--- src/rtl/lcv_pkg.sv ---
`timescale 1ns/1ps
package lcv_pkg;

  typedef enum logic [2:0] {
    CW_IDLE = 3'd0,
    CW_V1   = 3'd1,
    CW_B1   = 3'd2,
    CW_Z    = 3'd3,
    CW_V2   = 3'd4
  } cw_state_e;

  typedef struct packed {
    logic vld;
    logic mark;
    logic pos;
  } sym_t;

  // both rails high are taken as a positive mark
  function automatic sym_t decode_sym(input logic vld, input logic p, input logic n);
    sym_t s;
    s.vld  = vld;
    s.mark = vld & (p | n);
    s.pos  = p;
    return s;
  endfunction

  // violations held back while a candidate code word is tracked
  function automatic logic [1:0] pending_of(input cw_state_e st);
    case (st)
      CW_V1, CW_B1, CW_Z: return 2'd1;
      CW_V2:              return 2'd2;
      default:            return 2'd0;
    endcase
  endfunction

endpackage

--- src/rtl/lcv_line_dec.sv ---
`timescale 1ns/1ps
module lcv_line_dec (
  input  logic clk,
  input  logic rst_n,
  input  logic mark_i,
  input  logic pos_i,
  output logic bpv_o
);
  logic seen_q;
  logic last_pos_q;

  assign bpv_o = mark_i & seen_q & (pos_i == last_pos_q);

  always_ff @(posedge clk or negedge rst_n) begin
    if (!rst_n) begin
      seen_q     <= 1'b0;
      last_pos_q <= 1'b0;
    end else if (mark_i) begin
      seen_q     <= 1'b1;
      last_pos_q <= pos_i;
    end
  end

  AST_REPEAT_IS_BPV: assert property (@(posedge clk) disable iff (!rst_n)
    mark_i |=> (mark_i && pos_i == $past(pos_i)) |-> bpv_o);
endmodule

--- src/rtl/lcv_zero_run.sv ---
`timescale 1ns/1ps
module lcv_zero_run #(
  parameter int ZRUN_LONG  = 16,
  parameter int ZRUN_SHORT = 8,
  parameter int CW_LEAD    = 3
) (
  input  logic clk,
  input  logic rst_n,
  input  logic zero_i,
  input  logic mark_i,
  output logic lead_ok_o,
  output logic hit_short_o,
  output logic hit_long_o
);
  localparam int ZW = $clog2(ZRUN_LONG + 1);
  localparam logic [ZW-1:0] LONG_V   = ZW'(ZRUN_LONG);
  localparam logic [ZW-1:0] LONG_M1  = ZW'(ZRUN_LONG - 1);
  localparam logic [ZW-1:0] SHORT_M1 = ZW'(ZRUN_SHORT - 1);
  localparam logic [ZW-1:0] LEAD_V   = ZW'(CW_LEAD);

  logic [ZW-1:0] run_q;

  assign lead_ok_o   = (run_q >= LEAD_V);
  assign hit_short_o = zero_i && (run_q == SHORT_M1);
  assign hit_long_o  = zero_i && (run_q == LONG_M1);

  always_ff @(posedge clk or negedge rst_n) begin
    if (!rst_n)                          run_q <= '0;
    else if (mark_i)                     run_q <= '0;
    else if (zero_i && run_q != LONG_V)  run_q <= run_q + 1'b1;
  end

  AST_RUN_CLEARS_ON_MARK: assert property (@(posedge clk) disable iff (!rst_n)
    mark_i |=> !hit_short_o && !hit_long_o && !lead_ok_o);
  AST_LONG_ONCE: assert property (@(posedge clk) disable iff (!rst_n)
    hit_long_o |=> !hit_long_o);
endmodule

--- src/rtl/lcv_cw_filter.sv ---
`timescale 1ns/1ps
module lcv_cw_filter import lcv_pkg::*; (
  input  logic       clk,
  input  logic       rst_n,
  input  logic       vld_i,
  input  logic       mark_i,
  input  logic       bpv_i,
  input  logic       lead_ok_i,
  input  logic       b8zs_en,
  output logic [1:0] add_o,
  output logic       cw_hit_o
);
  cw_state_e st_q, st_d;
  logic [1:0] fail_add;

  assign fail_add = pending_of(st_q) + {1'b0, bpv_i};

  always_comb begin
    st_d     = st_q;
    add_o    = 2'd0;
    cw_hit_o = 1'b0;
    if (vld_i) begin
      if (!b8zs_en) begin
        add_o = fail_add;
        st_d  = CW_IDLE;
      end else begin
        unique case (st_q)
          CW_IDLE: begin
            if (bpv_i && lead_ok_i) st_d = CW_V1;
            else                    add_o = {1'b0, bpv_i};
          end
          CW_V1: begin
            if (mark_i && !bpv_i) st_d = CW_B1;
            else begin add_o = fail_add; st_d = CW_IDLE; end
          end
          CW_B1: begin
            if (!mark_i) st_d = CW_Z;
            else begin add_o = fail_add; st_d = CW_IDLE; end
          end
          CW_Z: begin
            if (bpv_i) st_d = CW_V2;
            else begin add_o = fail_add; st_d = CW_IDLE; end
          end
          CW_V2: begin
            st_d = CW_IDLE;
            if (mark_i && !bpv_i) cw_hit_o = 1'b1;
            else                  add_o = fail_add;
          end
          default: st_d = CW_IDLE;
        endcase
      end
    end
  end

  always_ff @(posedge clk or negedge rst_n) begin
    if (!rst_n) st_q <= CW_IDLE;
    else        st_q <= st_d;
  end

  AST_IDLE_WHEN_OFF: assert property (@(posedge clk) disable iff (!rst_n)
    (vld_i && !b8zs_en) |=> st_q == CW_IDLE);
  AST_CW_SPACING: assert property (@(posedge clk) disable iff (!rst_n)
    cw_hit_o |=> !cw_hit_o);
endmodule

--- src/rtl/lcv_err_acc.sv ---
`timescale 1ns/1ps
module lcv_err_acc #(
  parameter int CNT_W = 16
) (
  input  logic             clk,
  input  logic             rst_n,
  input  logic [2:0]       add_i,
  input  logic             latch_i,
  input  logic             clr_i,
  output logic [CNT_W-1:0] lat_o
);
  localparam logic [CNT_W-1:0] MAXV = '1;

  logic [CNT_W-1:0] cnt_q;

  function automatic logic [CNT_W-1:0] sat_add(input logic [CNT_W-1:0] a, input logic [2:0] b);
    logic [CNT_W:0] s;
    s = {1'b0, a} + (CNT_W+1)'(b);
    return s[CNT_W] ? MAXV : s[CNT_W-1:0];
  endfunction

  always_ff @(posedge clk or negedge rst_n) begin
    if (!rst_n) begin
      cnt_q <= '0;
      lat_o <= '0;
    end else begin
      if (latch_i) lat_o <= cnt_q;
      if (clr_i)        cnt_q <= '0;
      else if (latch_i) cnt_q <= sat_add('0, add_i);
      else              cnt_q <= sat_add(cnt_q, add_i);
    end
  end

  AST_NO_OVERFLOW: assert property (@(posedge clk) disable iff (!rst_n)
    (cnt_q == MAXV && !clr_i && !latch_i) |=> cnt_q == MAXV);
  AST_CLEAR_ZERO: assert property (@(posedge clk) disable iff (!rst_n)
    clr_i |=> cnt_q == '0);
  AST_LATCH_COPY: assert property (@(posedge clk) disable iff (!rst_n)
    latch_i |=> lat_o == $past(cnt_q));
  AST_LAT_HOLD: assert property (@(posedge clk) disable iff (!rst_n)
    !latch_i |=> $stable(lat_o));
  AST_MONOTONE: assert property (@(posedge clk) disable iff (!rst_n)
    (!clr_i && !latch_i) |=> cnt_q >= $past(cnt_q));
endmodule

--- src/rtl/t1_lcv_counter.sv ---
`timescale 1ns/1ps
module t1_lcv_counter import lcv_pkg::*; #(
  parameter int CNT_W      = 16,
  parameter int ZRUN_LONG  = 16,
  parameter int ZRUN_SHORT = 8,
  parameter int CW_LEAD    = 3
) (
  input  logic            clk,
  input  logic            rst_n,
  input  logic            sym_vld,
  input  logic            rx_pos,
  input  logic            rx_neg,
  input  logic            b8zs_en,
  input  logic            xz_en,
  input  logic            cnt_latch,
  input  logic            cnt_clr,
  output logic [CNT_W-9:0] lat_hi,
  output logic [7:0]      lat_lo,
  output logic            bpv_flag,
  output logic            cw_flag,
  output logic            zs_flag,
  output logic            zl_flag
);
  sym_t             sym;
  logic             bpv;
  logic             lead_ok;
  logic             hit_short;
  logic             hit_long;
  logic             xz_evt;
  logic             cw_hit;
  logic [1:0]       bpv_add;
  logic [2:0]       add_tot;
  logic [CNT_W-1:0] lat_cnt;

  always_comb sym = decode_sym(sym_vld, rx_pos, rx_neg);

  lcv_line_dec u_dec (
    .clk(clk), .rst_n(rst_n), .mark_i(sym.mark), .pos_i(sym.pos), .bpv_o(bpv)
  );

  lcv_zero_run #(.ZRUN_LONG(ZRUN_LONG), .ZRUN_SHORT(ZRUN_SHORT), .CW_LEAD(CW_LEAD)) u_zrun (
    .clk(clk), .rst_n(rst_n), .zero_i(sym.vld & ~sym.mark), .mark_i(sym.mark),
    .lead_ok_o(lead_ok), .hit_short_o(hit_short), .hit_long_o(hit_long)
  );

  lcv_cw_filter u_cw (
    .clk(clk), .rst_n(rst_n), .vld_i(sym.vld), .mark_i(sym.mark), .bpv_i(bpv),
    .lead_ok_i(lead_ok), .b8zs_en(b8zs_en), .add_o(bpv_add), .cw_hit_o(cw_hit)
  );

  assign xz_evt  = xz_en & (b8zs_en ? hit_short : hit_long);
  assign add_tot = {1'b0, bpv_add} + {2'b00, xz_evt};

  lcv_err_acc #(.CNT_W(CNT_W)) u_acc (
    .clk(clk), .rst_n(rst_n), .add_i(add_tot), .latch_i(cnt_latch), .clr_i(cnt_clr),
    .lat_o(lat_cnt)
  );

  assign lat_hi = lat_cnt[CNT_W-1:8];
  assign lat_lo = lat_cnt[7:0];

  always_ff @(posedge clk or negedge rst_n) begin
    if (!rst_n) begin
      bpv_flag <= 1'b0;
      cw_flag  <= 1'b0;
      zs_flag  <= 1'b0;
      zl_flag  <= 1'b0;
    end else begin
      bpv_flag <= bpv;
      cw_flag  <= cw_hit;
      zs_flag  <= hit_short;
      zl_flag  <= hit_long;
    end
  end

  AST_CW_ONLY_B8ZS: assert property (@(posedge clk) disable iff (!rst_n)
    cw_flag |-> $past(b8zs_en));
  AST_FLAG_NEEDS_SYMBOL: assert property (@(posedge clk) disable iff (!rst_n)
    !sym_vld |=> !bpv_flag && !cw_flag && !zs_flag && !zl_flag);
endmodule

--- config.mk ---
export PLATFORM = sky130hd
export DESIGN_NAME = t1_lcv_counter
export DESIGN_NICKNAME = d
export VERILOG_FILES = /design/src/rtl/lcv_pkg.sv /design/src/rtl/lcv_line_dec.sv /design/src/rtl/lcv_zero_run.sv /design/src/rtl/lcv_cw_filter.sv /design/src/rtl/lcv_err_acc.sv /design/src/rtl/t1_lcv_counter.sv
export SDC_FILE = /design/constraint.sdc
export NUM_CORES = 1
export LEC_CHECK = 0
export BUFFER_PORTS_ARGS = -buffer_cell sky130_fd_sc_hd__buf_2
export CORE_ASPECT_RATIO = 0.6
export CORE_UTILIZATION = 50
export CTS_CLUSTER_DIAMETER = 40
export DETAILED_ROUTE_END_ITERATION = 6
export GPL_ROUTABILITY_DRIVEN = 0
export PLACE_DENSITY = 0.69
export SETUP_SLACK_MARGIN = 0.15
export SYNTH_ARGS = -nofsm -noshare
export SYNTH_HDL_FRONTEND = slang
export SYNTH_SLANG_ARGS = --single-unit
export TNS_END_PERCENT = 20
--- constraint.sdc ---
create_clock -name clk -period 5.8 [get_ports clk]
set_clock_uncertainty 0.05 [all_clocks]
set_input_delay 1.16 -clock clk [delete_from_list [all_inputs] [get_ports clk]]
set_output_delay 1.16 -clock clk [all_outputs]
set_load 0.005 [all_outputs]
==> results of run 1 <==
==> critical path, delay by kind of cell <==
family          cells  cell delay [ns]
compound gates      6             1.75
fa+ha+maj           3             0.91
simple gates        2             0.49
buf+inv             2             0.21
==> cell usage after synthesis (3+ instances only) <==
master and number:
sky130_fd_sc_hd__a21oi_1 14, sky130_fd_sc_hd__a221oi_1 3, sky130_fd_sc_hd__a31oi_1 3, sky130_fd_sc_hd__and2_1 3, sky130_fd_sc_hd__and3_1 3, sky130_fd_sc_hd__dfrtp_1 46
sky130_fd_sc_hd__ha_1 10, sky130_fd_sc_hd__inv_1 15, sky130_fd_sc_hd__mux2_2 17, sky130_fd_sc_hd__mux2i_1 3, sky130_fd_sc_hd__nand2_1 14, sky130_fd_sc_hd__nand2b_1 3
sky130_fd_sc_hd__nand3_1 5, sky130_fd_sc_hd__nand4_1 6, sky130_fd_sc_hd__nor2_1 9, sky130_fd_sc_hd__o21ai_0 8, sky130_fd_sc_hd__xnor2_1 6, sky130_fd_sc_hd__xor2_1 5
==> worst max-delay path by stage <==
stage | slack [ns] | start | to
finish | 1.43 | rx_pos | u_acc.cnt_q[1]
global route | 1.12 | rx_pos | u_acc.cnt_q[0]
CTS | 1.46 | rx_pos | u_acc.cnt_q[1]
detailed placement | 1.14 | rx_pos | u_acc.cnt_q[1]
global placement | 1.27 | sym_vld | u_acc.cnt_q[1]
floorplan | 1.60 | rx_pos | u_acc.cnt_q[2]
==> kinds of logic after synthesis <==
| group | Yosys count | share of synthesized area, % |
|---|---|---|
| XOR/XNOR | 11 | 3.97 |
| buffers and inverters | 22 | 3.82 |
| adder cells (fa/ha/maj) | 11 | 5.98 |
| AND/OR/NAND/NOR | 65 | 15.2 |
| multiplexers | 20 | 9.13 |
| flip-flops | 46 | 47.4 |
| AO/OA/AOI/OAI | 47 | 14.4 |
==> where the power goes <==
group	total, mW	internal, mW	leakage [nW]	switching (mW)
clock	0.232	0.129	0.0524	0.103
combinational	0.0432	0.0161	0.553	0.0270
sequential	0.330	0.326	0.630	0.00443
total	0.605	0.471	1.24	0.134
==> area by class of cell <==
type | instances | area [µm²] | share of cell area, %
multi-input combinational | 154 | 1180 | 43.5
clock buffer | 7 | 76.3 | 2.81
inverter | 15 | 56.3 | 2.07
sequential | 46 | 1150 | 42.4
timing repair buffer | 28 | 140 | 5.16
tap | 63 | 78.8 | 2.90
clock inverter | 1 | 30.0 | 1.11
==> flip-flops by register name, summed over array words and instances, names as in the netlist, 3 cells and up <==
| signal | count |
|---|---|
| u_acc.cnt_q | 16 |
| u_acc.lat_o | 16 |
| u_cw.st_q | 3 |
| u_zrun.run_q | 5 |
==> metal layers <==
layer	vias up	track usage (%)	wire length (µm)
li1	864	-	-
met4	0	6.70	59
met1	795	35.0	2600
met5	-	0	0
met3	6	4.51	326
met2	59	21.9	1610
==> results.md, run 1 <==
Detailed routing:
- The average wire per cell in the routed design is 14.6 µm.
- The iteration-0 DRC count of the detailed router is 121.
- The via count of the routed design is 1,724.
- The detailed-router iteration count before antenna repair is 4.
- The residual antenna-violating net count after detailed routing is 0.
- The post-detailed-routing wire length is 4590 µm.
- In the routed layout, each cell is associated on average with a via count of 5.49.
- The DRC violation count after routing is 0.

Worst setup path:
- In this run the worst path has a maximum fanout of 12.
- The start-to-end type of the worst setup path is input port to register.
- The number of cells traversed by the worst register-to-register path is 14.
- The endpoint identified for the worst register-to-register timing path is u_acc.cnt_q[1].
- At the worst endpoint, the required time is 5.96 ns.
- In this design, the stage delay of the slowest critical-path cell is 0.56 ns.
- STA classifies the critical path startpoint as an input port.
- The slack of the worst reg-to-reg path is 1.81 ns.
- Traced cell by cell, the critical path runs through buf_2 > o21ai_1 > o41ai_1 > a2bb2oi_1 > o211ai_1 > ha_1 > ha_1 > inv_1 > fa_1 > nand2b_2 > a2111oi_4 > nand2_2 > a221oi_1.
- The cell that appears most often on the critical path is sky130_fd_sc_hd__ha_1.
- The largest individual stage delay along the critical path comes from the cell sky130_fd_sc_hd__o21ai_1.
- At the worst endpoint, the arrival time is 4.53 ns.
- The worst flop-to-flop path startpoint is u_zrun.run_q[0].
- The endpoint class of the critical path is a register.

Flow run:
- The tool flagged a number of max-cap violations equal to 0.

CTS:
- After clock tree synthesis, the clock-pin slew on the worst setup and hold paths is 0.09 ns.
- Counting along the longest clock path gives a buffer depth of 2.
- For this design, the sink count on the clock tree is 46.
- In this run, CTS created clock tree buffers numbering 5.
- The clock reaches the later pin of the worst-skew pair after 0.30 ns.
- The post-CTS resize count is 0.
- The depth of the CTS H-tree is 2.
- TritonCTS built the clock tree.
- The number of buffers inserted to repair setup after CTS is 0.
- The cell at the root of the clock tree is sky130_fd_sc_hd__clkbuf_8.
- After clock tree synthesis, the flow added hold-fix buffers numbering 0.

Placement:
- The instance count after placement with tap cells included is 306.
- Before CTS, the worst setup slack after placement is 1.14 ns.
- The detailed placement HPWL is 3330 µm.
- In this run the tool buffered the top-level ports with 28 buffer cells.
- After detailed placement, the total cell area comes to 2610 µm².

Cells and area:
- The fraction of layout cells with a size suffix above 1 is 24.3%.
- Counting the fill cells in the layout gives 392.
- The library cell used most frequently in the layout, excluding fill and tap cells, is sky130_fd_sc_hd__dfrtp_1.
- Cells fill 58.9% of the core in the end.
- Compared with the post-synthesis result, the final layout area differs by 11.9%.
- The finished cells cover 2720 µm².
- The count of antenna diodes in the layout is 0.
- The post-layout net count is 270.
- The non-filler instance count after layout is 314.
- The library cells used most frequently in the layout, excluding fill and tap cells, are sky130_fd_sc_hd__dfrtp_1, sky130_fd_sc_hd__buf_2, sky130_fd_sc_hd__mux2_2, sky130_fd_sc_hd__inv_1.

Timing:
- Based on the critical path, the design can be clocked at up to 229 MHz.
- The final setup violation count is 0.
- For the pin with the worst max-slew slack, the measured transition is 0.991 ns.
- Summed over all failing endpoints, the final setup total negative slack is 0 ns.
- The number of failing hold endpoints at the final stage is 0.
- The final count of pins violating max slew is 0.
- The worst-case hold slack is 0.455 ns.
- Setup slack closes at 1.43 ns.
- The headroom to the max-slew limit is 34.0%.
- The post-route fraction of the period consumed by the critical path is 75.4%.
- The time the final worst path needs with I/O delays and setup is 4.37 ns.
- Setup repair after global routing left no endpoint under its margin.

Global route:
- Summed over all layers, the global routing overflow is 0.
- Entering global routing, the biggest net connects 47 pins.
- The via count of the first global-routing pass is 1,514.
- The global router's overall resource usage is 19.8%.
- The wire length of the first global-routing pass is 7740 µm.
- The number of antenna violations at the first check in global routing came to 0.

Logic synthesis:
- The cell type with the highest aggregate area in the netlist is sky130_fd_sc_hd__dfrtp_1.
- Synthesis produced 222 cells.
- The fraction of the yosys area taken by sequential cells is 47.4%.
- Among all flip-flop cells after synthesis, the most frequent one is sky130_fd_sc_hd__dfrtp_1.
- For this run, the number of Yosys warnings is 0.
- The share of the synthesized area in the top cell type is 47.4%.
- The async set-or-reset flop fraction in the synthesized netlist is 100%.
- The number of distinct standard cells referenced by the synthesized netlist is 54.
- After synthesis, the mean cell area works out to 10.9 µm².
- By area the synthesized netlist is led by sky130_fd_sc_hd__dfrtp_1, sky130_fd_sc_hd__mux2_2, sky130_fd_sc_hd__ha_1, sky130_fd_sc_hd__a21oi_1, sky130_fd_sc_hd__inv_1.
- Yosys mapped a number of flops with a built-in enable equal to 0.
- Synthesis inferred 46 register bits.
- The cell area after synthesis is 2430 µm².
- The net count of the mapped netlist is 242.

Die:
- Once the floorplan was initialized, standard cells occupied 52.6% of the core.
- Measured along the x axis, the die boundary spans 91.9 µm.
- The cell row count is 19.
- The placeable core region is 4610 µm².
- The die is 56.0 µm tall.
- The area enclosed by the die boundary is 5140 µm².
- During I/O placement, the number of pins put on the boundary was 29.

Power:
- The leakage power summed over all cells is 1.24 nW.
- The largest vdd supply drop is 0.000137 V.
- Power comes to 605 µW.
- Power spread over the standard cell area amounts to 223 nW/µm².

Hold path:
- The count of cells along the worst hold path is 1.
- The worst hold path begins at u_acc.lat_o[5].
- In this run the worst hold path is classified as register to register.
- The hold-critical path endpoint is u_acc.lat_o[5].

Outcome:
- The flow ran to the end, and the final reports show no timing, DRC or antenna violations.
Note: power is estimated with default switching activity, not from simulation.
==> run 2: changes to the inputs <==
ABC_AREA = 1   (was unset)
PLACE_DENSITY = 0.72   (was 0.69)
clock period = 3.66 ns   (was 5.8 ns; I/O delays follow)
==> run 2 against run 1 <==
Net effect:
- via count grew 27%
- synthesized cell count rose by 44%
- sequential share of layout area down 3.1 points
- final area increased by 7.9%
- global-route usage increased by 3.8 points
- wire length grew 28%
- first-iteration DRC count grew 16%
- critical path depth is 7 higher
- total power increased by 90%
- area after synthesis grew 3.2%
- critical path type unchanged
- critical endpoint is now u_acc.cnt_q[12]
- largest power group unchanged
==> results.md, run 2 <==
Outcome:
- The run finished with clean final reports.

Hold path:
- The worst hold path belongs to the class register to register.
- The count of cells along the worst hold path is 2 (+1).

Worst setup path:
- The start-to-end type of the worst setup path is input port to register.
- The slack of the worst reg-to-reg path is 0.34 ns (-1.47 ns).
- The critical path endpoint is u_acc.cnt_q[12].
- The number of cells traversed by the worst register-to-register path is 18 (+4).
- STA classifies the critical path startpoint as an input port.
- The data required time of the critical path was 3.80 ns (-2.16 ns).
- The capture point of the worst reg-to-reg path is u_acc.cnt_q[12].
- The endpoint arrival time on the critical path is 3.47 ns (-1.06 ns).
- The peak fanout along the critical path is 8 (-4).
- The startpoint identified for the worst register-to-register timing path is u_zrun.run_q[0].
- The start point of the critical path is rx_pos.
- The endpoint class of the critical path is a register.

Power:
- The switching power of the nets is 288 µW (+110%).
- The total power of the final layout is 1.15 mW (+90%).
- The switching share of total power is 25.0% (+2.8 points).
- The part of the total power dissipated in the clock network is 40.8% (+2.5 points).
- The leakage power summed over all cells was 1.55 nW (+25%).
- The largest vdd supply drop is 0.000212 V (+55%).
- The cell-internal power is 864 µW (+83%).
- The fraction of power consumed by sequential logic is 46.8% (-7.8 points).
- The power density of the placed cells is 393 nW/µm² (+76%).
- The logic gate share of total power is 12.4% (+5.3 points).

Cells and area:
- The non-filler instance count after layout is 420 (+34%).
- The fraction of layout cells with a size suffix above 1 was 16.2% (-8.1 points).
- The area added between synthesis and finish is 17.0%.
- The footprint of the flip-flops and latches is 1150 µm² (unchanged).
- The count of antenna diodes in the layout is 0 (unchanged).
- The post-layout net count came to 376 (+39%).
- The footprint of the multi-input gates is 1200 µm² (+1.4%).
- Leaving out fill and tap cells, the most frequent cells in the layout are sky130_fd_sc_hd__nand2_1, sky130_fd_sc_hd__inv_1, sky130_fd_sc_hd__dfrtp_1, sky130_fd_sc_hd__buf_2.
- In the final layout, the registers with the most flip-flops are u_acc.cnt_q x16, u_acc.lat_o x16, u_zrun.run_q x5.
- The summed area of non-filler cells in the final layout is 2930 µm² (+7.9%).
- The total of fill cells in the finished design was 393 (+0.26%).
- The commonest non-fill, non-tap cell in the layout is sky130_fd_sc_hd__nand2_1.

CTS:
- The TritonCTS buffer count is 5 (unchanged).
- The depth of the CTS H-tree is 2 (unchanged).
- TritonCTS built the clock tree.
- The number of buffers on the longest clock path is 2 (unchanged).
- The cell at the root of the clock tree is sky130_fd_sc_hd__clkbuf_8.
- The count of hold-fix buffers inserted at cts is 0 (unchanged).
- The number of sinks on the clock net was 46 (unchanged).
- The source-to-sink clock delay at the later pin of the worst-skew pair is 0.30 ns (about the same).
- The clock-pin slew on the worst setup and hold paths was 0.08 ns (about the same).

Detailed routing:
- The detailed-router iteration count before antenna repair is 4 (unchanged).
- The via count of the routed design is 2,182 (+27%).
- The via density per instance came to 5.20 (-5.4%).
- The iteration-0 DRC count of the detailed router is 140 (+16%).
- The average wire per cell in the routed design is 13.9 µm (-4.6%).
- The DRC violation count after routing came to 0 (unchanged).
- The residual antenna-violating net count after detailed routing is 0 (unchanged).
- The post-detailed-routing wire length came to 5860 µm (+28%).

Global route:
- The maximum number of pins on one net before global-route repair is 47 (unchanged).
- The number of antenna violations at the first check in global routing is 0 (unchanged).
- The via count of the first global-routing pass is 1,897 (+25%).
- The wire length of the first global-routing pass is 9340 µm (+21%).
- The global router's overall resource usage was 23.6% (+3.8 points).
- The remaining global-route overflow came to 0 (unchanged).

Timing:
- The final count of pins violating max slew is 0 (unchanged).
- The worst-margin pin slew is 1.03 ns (+0.0380 ns).
- The final setup violation count is 0 (unchanged).
- In the finished design, the share of the clock period the worst path needs comes to 90.9%.
- Setup repair after global routing left no endpoint under its margin.
- The number of failing hold endpoints at the final stage is 0 (unchanged).
- For this run, the top clock speed supported by timing is 301 MHz.
- The time the final worst path needs with I/O delays and setup is 3.33 ns.
- The headroom to the max-slew limit came to 31.4% (-2.5 points).

Placement:
- The instance count after placement with tap cells included is 410 (+34%).
- The number of buffers added on ports was 28 (unchanged).
- The cell area after placement is 2730 µm² (+4.8%).
- The detailed placement HPWL is 4140 µm (+24%).

Logic synthesis:
- The async set-or-reset flop fraction in the synthesized netlist is 100% (unchanged).
- The cell count after synthesis came to 319 (+44%).
- The number of distinct standard cells referenced by the synthesized netlist is 31 (-43%).
- The predominant post-synthesis flop cell is sky130_fd_sc_hd__dfrtp_1.
- The largest total area in the synthesized netlist belongs to sky130_fd_sc_hd__dfrtp_1.
- The post-synthesis sequential element count is 46 (unchanged).
- The net count of the mapped netlist is 339 (+40%).
- The number of flops mapped to enable cells by yosys was 0 (unchanged).
- By count the netlist is led by sky130_fd_sc_hd__nand2_1, sky130_fd_sc_hd__dfrtp_1, sky130_fd_sc_hd__inv_1.
- The Yosys warning count came to 0 (unchanged).
- The average size of a mapped cell is 7.85 µm² (-28%).
- The share of the synthesized area in the top cell type is 46.0% (-1.5 points).
- The most common cell in the synthesized netlist is sky130_fd_sc_hd__nand2_1.
- The fraction of the yosys area taken by sequential cells is 46.0% (-1.5 points).
- The cell area after synthesis was 2500 µm² (+3.2%).
- Sorting the synthesized cells by area gives the leading types as sky130_fd_sc_hd__dfrtp_1, sky130_fd_sc_hd__nand2_1, sky130_fd_sc_hd__inv_1, sky130_fd_sc_hd__ha_1, sky130_fd_sc_hd__o21ai_0.

Die:
- The width of the chip is 93.4 µm (+1.6%).
- The top-level I/O count is 29 (unchanged).
- The placeable core region is 4680 µm² (+1.5%).
- The die outline height is 56.8 µm (+1.5%).
- The starting density of the core was 53.5% (+0.86 points).
- The area enclosed by the die boundary is 5300 µm² (+3.1%).
- The cell row count is 19 (unchanged).

Flow run:
- The max-cap check violation count was 0 (unchanged).
-- run 2: cell types whose count changed after synthesis, moves of 6 or more --
cell                      delta
sky130_fd_sc_hd__nand2_1    +82
sky130_fd_sc_hd__inv_1      +31
sky130_fd_sc_hd__mux2_2     -17
sky130_fd_sc_hd__o21ai_0    +16
sky130_fd_sc_hd__nand3_1    +15
sky130_fd_sc_hd__nor2_1     +14
sky130_fd_sc_hd__nor3_1      +6
-- run 2: cell families (layout without fill, tap and decap cells) --
kind of cell | Yosys count | after routing | synth area share (%)
flops | 46 | 46 | 46.0
simple gates | 162 | 163 | 28.8
compound gates | 43 | 43 | 9.50
buf+inv | 51 | 88 | 7.80
fa+ha+maj | 11 | 11 | 5.80
xor+xnor | 6 | 6 | 2.10
-- run 2: what timing repair did --
| action | CTS | global route |
|---|---|---|
| endpoints found under the setup margin | 0 | 15 |
| setup buffers | 0 | 1 |
| gates resized for setup | 0 | 7 |
-- run 2: worst max-delay path, cell delays in order --
cell,delay (ns)
sky130_fd_sc_hd__buf_2,0.09
sky130_fd_sc_hd__inv_1,0.06
sky130_fd_sc_hd__nand2_2,0.09
sky130_fd_sc_hd__nand3_1,0.08
sky130_fd_sc_hd__nor2_2,0.10
sky130_fd_sc_hd__inv_1,0.05
sky130_fd_sc_hd__ha_1,0.26
sky130_fd_sc_hd__inv_1,0.05
sky130_fd_sc_hd__o21ai_0,0.15
sky130_fd_sc_hd__a21oi_1,0.08
sky130_fd_sc_hd__ha_2,0.19
sky130_fd_sc_hd__ha_4,0.27
sky130_fd_sc_hd__inv_1,0.05
sky130_fd_sc_hd__fa_2,0.36
sky130_fd_sc_hd__inv_1,0.08
sky130_fd_sc_hd__nand2_2,0.07
sky130_fd_sc_hd__a21oi_4,0.32
sky130_fd_sc_hd__nand4_1,0.17
sky130_fd_sc_hd__o21ai_1,0.17
sky130_fd_sc_hd__nor2_1,0.06
-- run 2: worst min path at each step --
stage | startpoint | endpoint | slack, ns
3_3_place_gp | u_acc.lat_o[4] | u_acc.lat_o[4] | 0.40
5_1_grt | u_acc.lat_o[15] | u_acc.lat_o[15] | 0.45
4_1_cts | u_acc.lat_o[4] | u_acc.lat_o[4] | 0.43
3_5_place_dp | u_acc.lat_o[0] | u_acc.lat_o[0] | 0.41
6_report | u_acc.lat_o[11] | u_acc.lat_o[11] | 0.43
2_1_floorplan | rst_n | bpv_flag | 0.39
-- run 2: through the flow --
| stage | utilization, % | hold WS [ns] | setup TNS (ns) | worst slack, ns |
|---|---|---|---|---|
| 3_3_place_gp | 58.4 | 0.402 | 0 | 0.0731 |
| 5_1_grt | 62.5 | 0.450 | 0 | 0.157 |
| 2_1_floorplan | - | 0.386 | 0 | 0.213 |
| 4_1_cts | 61.4 | 0.433 | 0 | 0.280 |
| 6_report | 62.5 | 0.426 | 0 | 0.333 |
| 3_5_place_dp | 58.4 | 0.410 | -0.101 | -0.0283 |
-- run 2: final cells by class --
| cell class | instances | area share, % |
|---|---|---|
| repair buffers | 33 | 6.19 |
| flip-flops and latches | 46 | 39.3 |
| well taps | 63 | 2.69 |
| clock inverters | 2 | 2.05 |
| inverters | 47 | 6.02 |
| multi-input cells | 223 | 40.9 |
| clock buffers | 6 | 2.82 |
-- run 2: power groups by stage --
stage,clock network (mW),registers [mW],logic (mW)
floorplan,0,0.546,0.0932
global placement,0,0.548,0.136
detailed placement,0,0.548,0.139
CTS,0.475,0.539,0.140
global route,0.491,0.541,0.166
finish,0.469,0.539,0.143
-- run 2: per-layer routing --
layer	track usage (%)	share of wire, %	vias to the layer above
met2	30.8	39	87
met1	38.3	51	990
met4	6.59	1.0	0
li1	-	-	1099
met3	4.88	8.7	6
met5	0	0	-
